===== src/rtl/txn_ckpt_pkg.sv =====
package txn_ckpt_pkg;
  // Strobes the control side sends to the checkpoint datapath.
  typedef struct packed {
    logic capture;   // take a fresh snapshot (outermost begin)
    logic restore;   // move the snapshot onto the restore bus
  } ckptCtl_t;
endpackage


===== src/rtl/txn_ckpt_ctrl.sv =====
module txn_ckpt_ctrl
  import txn_ckpt_pkg::*;
#(
  parameter int MAX_DEPTH = 4,
  parameter int ID_W      = 8,
  parameter int DEPTH_W   = $clog2(MAX_DEPTH + 1)
) (
  input  logic               clk,
  input  logic               rstN,
  input  logic               beginStb,
  input  logic               commitStb,
  input  logic               abortStb,
  output ckptCtl_t           ctl,
  output logic [DEPTH_W-1:0] depth,
  output logic [ID_W-1:0]    txnId,
  output logic               ckptValid,
  output logic               restoreStb,
  output logic               cacheDiscard,
  output logic               commitDone,
  output logic               overflowFail
);
  localparam logic [DEPTH_W-1:0] DepthMax = DEPTH_W'(MAX_DEPTH);
  localparam logic [DEPTH_W-1:0] DepthOne = DEPTH_W'(1);

  logic inTxn, atMax;
  logic doAbort, doCommit, doBegin;
  logic outerBegin, innerBegin, overflowEv, restoreEv, lastCommit;

  always_comb begin
    inTxn      = (depth != '0);
    atMax      = (depth == DepthMax);
    // ranking: abort > commit > begin; lower strobes masked by higher ones
    doAbort    = abortStb && inTxn;
    doCommit   = commitStb && !abortStb && inTxn;
    doBegin    = beginStb && !abortStb && !commitStb;
    outerBegin = doBegin && !inTxn;
    innerBegin = doBegin && inTxn && !atMax;
    overflowEv = doBegin && atMax;
    restoreEv  = doAbort || overflowEv;
    lastCommit = doCommit && (depth == DepthOne);
    ctl.capture = outerBegin;
    ctl.restore = restoreEv;
  end

  always_ff @(posedge clk) begin
    if (!rstN) begin
      depth        <= '0;
      txnId        <= '0;
      ckptValid    <= 1'b0;
      restoreStb   <= 1'b0;
      cacheDiscard <= 1'b0;
      commitDone   <= 1'b0;
      overflowFail <= 1'b0;
    end else begin
      restoreStb   <= restoreEv;
      cacheDiscard <= restoreEv;
      commitDone   <= lastCommit;
      overflowFail <= overflowEv;
      if (restoreEv) begin
        depth     <= '0;
        ckptValid <= 1'b0;
      end else if (outerBegin) begin
        depth     <= DepthOne;
        ckptValid <= 1'b1;
        txnId     <= txnId + 1'b1;
      end else if (innerBegin) begin
        depth <= depth + 1'b1;
      end else if (doCommit) begin
        depth <= depth - 1'b1;
        if (lastCommit) ckptValid <= 1'b0;
      end
    end
  end
endmodule


===== src/rtl/txn_ckpt_data.sv =====
module txn_ckpt_data
  import txn_ckpt_pkg::*;
#(
  parameter int NUM_REGS = 4,
  parameter int REG_W    = 16,
  parameter int PC_W     = 16,
  parameter int BUS_W    = NUM_REGS * REG_W
) (
  input  logic             clk,
  input  logic             rstN,
  input  ckptCtl_t         ctl,
  input  logic [BUS_W-1:0] snapRegs,
  input  logic [PC_W-1:0]  snapPc,
  output logic [BUS_W-1:0] restoreRegs,
  output logic [PC_W-1:0]  restorePc
);
  logic [PC_W-1:0] savedPc;

  for (genvar k = 0; k < NUM_REGS; k++) begin : g_reg
    logic [REG_W-1:0] savedReg;
    always_ff @(posedge clk) begin
      if (!rstN) begin
        savedReg                     <= '0;
        restoreRegs[k*REG_W +: REG_W] <= '0;
      end else begin
        if (ctl.capture) savedReg <= snapRegs[k*REG_W +: REG_W];
        if (ctl.restore) restoreRegs[k*REG_W +: REG_W] <= savedReg;
      end
    end
  end

  always_ff @(posedge clk) begin
    if (!rstN) begin
      savedPc   <= '0;
      restorePc <= '0;
    end else begin
      if (ctl.capture) savedPc   <= snapPc;
      if (ctl.restore) restorePc <= savedPc;
    end
  end
endmodule


===== src/rtl/txn_ckpt_tracker.sv =====
module txn_ckpt_tracker
  import txn_ckpt_pkg::*;
#(
  parameter int NUM_REGS  = 4,
  parameter int REG_W     = 16,
  parameter int PC_W      = 16,
  parameter int MAX_DEPTH = 4,
  parameter int ID_W      = 8,
  localparam int BUS_W    = NUM_REGS * REG_W,
  localparam int DEPTH_W  = $clog2(MAX_DEPTH + 1)
) (
  input  logic               clk,
  input  logic               rstN,
  input  logic               beginStb,
  input  logic               commitStb,
  input  logic               abortStb,
  input  logic [BUS_W-1:0]   snapRegs,
  input  logic [PC_W-1:0]    snapPc,
  output logic [BUS_W-1:0]   restoreRegs,
  output logic [PC_W-1:0]    restorePc,
  output logic               restoreStb,
  output logic               cacheDiscard,
  output logic               commitDone,
  output logic               overflowFail,
  output logic [DEPTH_W-1:0] depth,
  output logic [ID_W-1:0]    txnId,
  output logic               ckptValid
);
  ckptCtl_t ctl;

  txn_ckpt_ctrl #(.MAX_DEPTH(MAX_DEPTH), .ID_W(ID_W), .DEPTH_W(DEPTH_W)) u_ctrl (
    .clk(clk), .rstN(rstN), .beginStb(beginStb), .commitStb(commitStb),
    .abortStb(abortStb), .ctl(ctl), .depth(depth), .txnId(txnId),
    .ckptValid(ckptValid), .restoreStb(restoreStb), .cacheDiscard(cacheDiscard),
    .commitDone(commitDone), .overflowFail(overflowFail)
  );

  txn_ckpt_data #(.NUM_REGS(NUM_REGS), .REG_W(REG_W), .PC_W(PC_W), .BUS_W(BUS_W)) u_data (
    .clk(clk), .rstN(rstN), .ctl(ctl), .snapRegs(snapRegs), .snapPc(snapPc),
    .restoreRegs(restoreRegs), .restorePc(restorePc)
  );
endmodule


===== config.mk =====
export PLATFORM = sky130hd
export DESIGN_NAME = txn_ckpt_tracker
export DESIGN_NICKNAME = d
export VERILOG_FILES = /design/src/rtl/txn_ckpt_pkg.sv /design/src/rtl/txn_ckpt_ctrl.sv /design/src/rtl/txn_ckpt_data.sv /design/src/rtl/txn_ckpt_tracker.sv
export SDC_FILE = /design/constraint.sdc
export NUM_CORES = 1
export LEC_CHECK = 0
export BUFFER_PORTS_ARGS = -buffer_cell sky130_fd_sc_hd__buf_2
export CAP_MARGIN = 0
export CORE_UTILIZATION = 35
export DETAILED_ROUTE_END_ITERATION = 8
export PLACE_DENSITY_LB_ADDON = 0.3
export SYNTH_ARGS = -nofsm -noshare
export SYNTH_HDL_FRONTEND = slang
export SYNTH_SLANG_ARGS = --single-unit
export TNS_END_PERCENT = 30

===== constraint.sdc =====
create_clock -name clk -period 2 [get_ports clk]
set_input_delay 0.2 -clock clk [delete_from_list [all_inputs] [get_ports clk]]
set_output_delay 0.2 -clock clk [all_outputs]
set_load 0.005 [all_outputs]

**After elaboration in Yosys (flattened, before gate mapping)**

Index checks and enable logic that the tools add are counted.

- Register bits after elaboration: 175
- Latch bits: 0
- Bits in writable memories: 0
- Memory bits (read-only): 0
- Input port bits: 85
- Output and inout bits: 96
- Memories: 0

- Add/subtract/negate cells: 3
- Multiply operators: 0
- Div/mod/pow operators: 0
- Order comparisons: 0
- Equality and inequality tests: 3
- Shift operators: 0
- Multiplexer cells: 7
- Bitwise logic cells: 2
- Reductions and logical operators: 24

Operators with widths:

| cell | count |
|---|---|
| logical AND 1 bit | 10 |
| adder 8 x 1 -> 8 bit (second input constant) | 1 |
| 2-to-1 mux 3 bit | 2 |
| nonzero test 2 bit | 3 |
| nonzero test 3 bit | 2 |
| 2-to-1 mux 1 bit | 5 |
| logical NOT 1 bit | 4 |
| adder 3 x 1 -> 3 bit (second input constant) | 1 |
| equality test 3 x 1 -> 1 bit (second input constant) | 1 |
| equality test 3 bit (second input constant) | 1 |
| AND reduction 3 bit | 1 |
| OR reduction 3 bit | 1 |
| subtractor 3 x 1 -> 3 bit (second input constant) | 1 |
| != test 2 x 1 -> 1 bit (second input constant) | 1 |
| inverter 1 bit | 2 |
| AND reduction 2 bit | 1 |
| OR reduction 2 bit | 1 |
| logical OR 1 bit | 1 |

**Longest topological paths before layout**

- Word-level depth: 8
- Depth in mapped cells: 8
- Mapped depth without buffers: 6

**Modules after synthesis**

A second synthesis with hierarchy kept.

- Cells, all modules: 603
- Area total of the unflattened synthesis: 6,916.6 µm²

Modules (own cells, without submodules):

| module | instances | cells an instance | area an instance (µm²) |
|---|---|---|---|
| txn_ckpt_data | 1 | 515 | 6,148.4 |
| txn_ckpt_ctrl | 1 | 88 | 768.2 |

**Worst setup path after synthesis**

No wires, ideal clock.

- Kind: reg-to-reg
- Start point: register u_ctrl.depth[0]
- End point: register u_data.restoreRegs[1]
- Library setup time: 71 ps
- Arrival: 1,656 ps
- Data required time: 1,929 ps
- Slack: 274 ps
- Cell stages (with the launch flop): 8
- Buffers on the path: 1
- Cell sequence: dfxtp_1 inv_1 ha_1 and3b_1 o21ai_1 buf_2 nand2_1 a21oi_1

- Word-level cells in the longest chain between the ends: 3
- Elaborated cells on any way between the ends: 5

Ends and longest elaborated chain:

| what | RTL line | source |
|---|---|---|
| start: declaration | txn_ckpt_ctrl.sv:14 | `output logic [DEPTH_W-1:0] depth,` |
| start signal: assignment | txn_ckpt_ctrl.sv:63 | `depth <= DepthOne;` |
| start signal: assignment | txn_ckpt_ctrl.sv:67 | `depth <= depth + 1'b1;` |
| start signal: assignment | txn_ckpt_ctrl.sv:69 | `depth <= depth - 1'b1;` |
| equality test 3 bit or nonzero test 3 bit (tied branches) | txn_ckpt_ctrl.sv:31, txn_ckpt_ctrl.sv:30 |  |
| logical AND 1 bit (on tied branches) | txn_ckpt_ctrl.sv:38, txn_ckpt_ctrl.sv:33 |  |
| logical OR 1 bit (*) | txn_ckpt_ctrl.sv:39 | `restoreEv = doAbort \|\| overflowEv;` |
| end signal: indexed assignment | txn_ckpt_data.sv:27 | `if (ctl.restore) restoreRegs[k*REG_W +: REG_W] <= savedReg;` |
| end: declaration | txn_ckpt_data.sv:14 | `output logic [BUS_W-1:0] restoreRegs,` |

Mark *: on every way between the ends. The rest lies on a longest branch, timed or not.
A chain may end at the register's enable or synchronous reset.

**Worst setup path in the final report**

- Start point: register u_ctrl.depth[0]
- End point: register u_data.restoreRegs[3]

The elaborated chain is that of the path after synthesis.

==> flow_metrics.env <==
export IMPL_status="complete, no violations"
export IMPL_grt_pass1_wl_um=24800
export IMPL_p_leak_nw=3.32
export IMPL_start_util_pct=36.1
export IMPL_clk_pin_slew_ns=0.06
export IMPL_overflow=0
export IMPL_dp_cells=1140
export IMPL_clock_latency_ns=0.42
export IMPL_antenna_found_initial=0
export IMPL_synth_nets=868
export IMPL_setup_tns_ns=0
export IMPL_syn_inst=778
export IMPL_critical_path_max_fanout=44
export IMPL_hold_start="snapRegs[6]"
export IMPL_grt_pass1_vias=5100
export IMPL_synth_area_per_cell_sq_um=8.07
export IMPL_crit_chain="inv_1 -> ha_1 -> and3b_1 -> o21ai_4 -> buf_12 -> nand2_1 -> a21oi_1"
export IMPL_ant_nets=0
export IMPL_ctsHtreeMaxLevel=4
export IMPL_cellPowerDensity_nw_per_um2=937
export IMPL_dieWidth_um=136
export IMPL_detail_route_wl_per_cell_um=12.8
export IMPL_die_h_um=136
export IMPL_grt_setup_unrepaired="no"
export IMPL_synth_cell_types=31
export IMPL_synthArstFlopShare_pct=0
export IMPL_startpoint_type="register"
export IMPL_worstMarginPinSlew_ns=0.486
export IMPL_max_freq_ghz=0.557
export IMPL_io_pins=181
export IMPL_rr_endpoint="u_data.restoreRegs[3]$_SDFFE_PN0P_"
export IMPL_totalPowerFinal_mw=7.81
export IMPL_max_cap_violations=0
export IMPL_portBuffers=180
export IMPL_use_met3_pct=4.74
export IMPL_drtIter0Drc=228
export IMPL_ys_seq_elements=175
export IMPL_skew_ns=0.00663
export IMPL_final_cells=1209
export IMPL_finalWorstSetupSlack_ns=0.204
export IMPL_critPathArrivalTime_ns=2.15
export IMPL_gp_congestion=0.744
export IMPL_ir_drop_v=0.000576
export IMPL_area_delta_synth_final_pct=32.6
export IMPL_vias=5537
export IMPL_fin_util_pct=47.8
export IMPL_reg2reg_depth=7
export IMPL_grt_use_met2_pct=27.5
export IMPL_cp_required_ns=2.35
export IMPL_hold_viol=0
export IMPL_r2r_start="u_ctrl.depth[0]$_SDFFE_PP0P_"
export IMPL_die_area_sq_um=18500
export IMPL_path_class="reg -> reg"
export IMPL_finalInstanceArea_sq_um=8330
export IMPL_fin_crit_ns=1.80
export IMPL_via_per_inst=4.58
export IMPL_cts_setup_buffers=0
export IMPL_drive_gt1_share_pct=23.6
export IMPL_ys_flop_type="dfxtp_1"
export IMPL_max_stage_delay_ns=0.38
export IMPL_relSlewSlack_pct=67.1
export IMPL_fp_coreArea_sq_um=17400
export IMPL_worst_hold_slack_ns=0.0179
export IMPL_whs_path_depth=3
export IMPL_slowest_stage="dfxtp_1"
export IMPL_rrSetupSlack_ns=0.20
export IMPL_grt_busiest_layer="met2"
export IMPL_place_ws_ns=0.144
export IMPL_finalCritPeriodShare_pct=89.8
export IMPL_finalNetCount=1060
export IMPL_endpoint_kind="register"
export IMPL_cts_root_buf="clkbuf_16"
export IMPL_cts_tree="built"
export IMPL_grtUsageTotal_pct=17.0
export IMPL_min_to="u_data.g_reg[0].savedReg[6]$_SDFFE_PN0P_"
export IMPL_drc=0
export IMPL_slew_viol_final=0
export IMPL_rows=48
export IMPL_hpwl_um=9470
export IMPL_cts_sinks=175
export IMPL_place_area_sq_um=7370
export IMPL_synth_edf_count=0
export IMPL_dr_pass1_iters=4
export IMPL_cts_buffers=17
export IMPL_clockBufferDepth=2
export IMPL_wl_um=15500
export IMPL_finalSetupViolations=0
export IMPL_yosysWarningCount=0
export IMPL_netlist_area_sq_um=6280
export IMPL_ys_seq_area_share_pct=55.8
export IMPL_grt_max_degree=56
export IMPL_min_path_type="in -> reg"
export IMPL_use_met1_pct=21.7
==> area by class of cell <==
type                       count  area (sq um)
sequential                   175          3500
fill                        1758          9090
clock buffer                  18           439
tap                          225           282
clock inverter                14           153
antenna                        1          2.50
timing repair buffer         229          1500
inverter                       4          17.5
multi-input combinational    543          2440
==> how the worst max path moves through the flow <==
stage | startpoint | end | slack [ns]
2_1_floorplan | u_ctrl.depth[0]$_SDFFE_PP0P_ | u_data.restoreRegs[1]$_SDFFE_PN0P_ | 0.27
3_3_place_gp | u_ctrl.depth[0]$_SDFFE_PP0P_ | u_ctrl.txnId[7]$_SDFFE_PN0P_ | 0.19
3_5_place_dp | u_ctrl.depth[0]$_SDFFE_PP0P_ | u_ctrl.txnId[6]$_SDFFE_PN0P_ | 0.14
4_1_cts | u_ctrl.depth[0]$_SDFFE_PP0P_ | u_ctrl.txnId[6]$_SDFFE_PN0P_ | 0.13
5_1_grt | u_ctrl.depth[0]$_SDFFE_PP0P_ | u_ctrl.txnId[6]$_SDFFE_PN0P_ | 0.05
6_report | u_ctrl.depth[0]$_SDFFE_PP0P_ | u_data.restoreRegs[3]$_SDFFE_PN0P_ | 0.20
==> layout by cell type, fill, tap and decap left out, types with 4 or more instances in the layout <==
cell type	Yosys	final
buf_12	0	11
clkinvlp_4	0	5
nand3_1	6	6
ha_1	5	5
clkbuf_16	0	17
nand2_1	325	325
buf_2	10	180
a21oi_1	163	163
nor3_1	4	4
dfxtp_1	175	175
xnor2_1	8	8
dlygate4sd3_1	0	36
nor2_1	13	13
==> worst max-delay path, delay by kind of cell (launching register included) <==
family                   cells  cell delay, ns
flip-flops                   1            0.38
buffers and inverters        2            0.35
AND/OR/NAND/NOR              2            0.33
adder cells (fa/ha/maj)      1            0.28
AO/OA/AOI/OAI                2            0.35
==> cell usage after synthesis, types with 3 or more instances <==
master | count | area [sq um]
ha_1 | 5 | 62.6
clkbuf_1 | 27 | 101
nand2_1 | 325 | 1220
nor2_1 | 13 | 48.8
nor4_1 | 3 | 18.8
inv_1 | 3 | 11.3
buf_6 | 16 | 180
a21oi_1 | 163 | 816
nand3_1 | 6 | 30.0
dfxtp_1 | 175 | 3500
buf_2 | 10 | 50.1
nor3_1 | 4 | 20.0
buf_4 | 3 | 22.5
xnor2_1 | 8 | 70.1
==> flip-flops by register name (all words and copies together) (netlist names) <==
signal and cells:
u_ctrl.ckptValid 1, u_ctrl.commitDone 1, u_ctrl.depth 3, u_ctrl.overflowFail 1, u_ctrl.restoreStb 1, u_ctrl.txnId 8, u_data.g.savedReg 64, u_data.restorePc 16
u_data.restoreRegs 64, u_data.savedPc 16
==> where the power goes <==
part           total (mW)  leakage [nW]  switching [mW]  internal (mW)
clock network        3.30         0.274            1.50           1.80
logic               0.869          1.63           0.531          0.339
registers            3.64          1.41          0.0529           3.59
total                7.81          3.32            2.09           5.72
==> kinds of logic after synthesis <==
logic type               Yosys count  share of synthesized area [%]
buffers and inverters             60                           5.88
adder cells (fa/ha/maj)            5                          0.996
AND/OR/NAND/NOR                  359                           22.2
AO/OA/AOI/OAI                    169                           13.7
multiplexers                       1                          0.159
XOR/XNOR                           9                           1.26
flip-flops                       175                           55.8
==> routing by layer <==
| metal | vias up | wire [um] | share of wire, % |
|---|---|---|---|
| met5 | - | 0 | 0 |
| met4 | 0 | 157 | 1.0 |
| met3 | 12 | 988 | 6.4 |
| met2 | 138 | 7180 | 46 |
| met1 | 2497 | 7170 | 46 |
| li1 | 2890 | - | - |
==> what timing repair did <==
item / CTS / global route
hold buffers: 36 / 0
endpoints found under the setup margin: 0 / 2
endpoints found under the hold margin: 36 / 0
gates resized for setup: 0 / 1
Power figures use the tool's default switching activity.
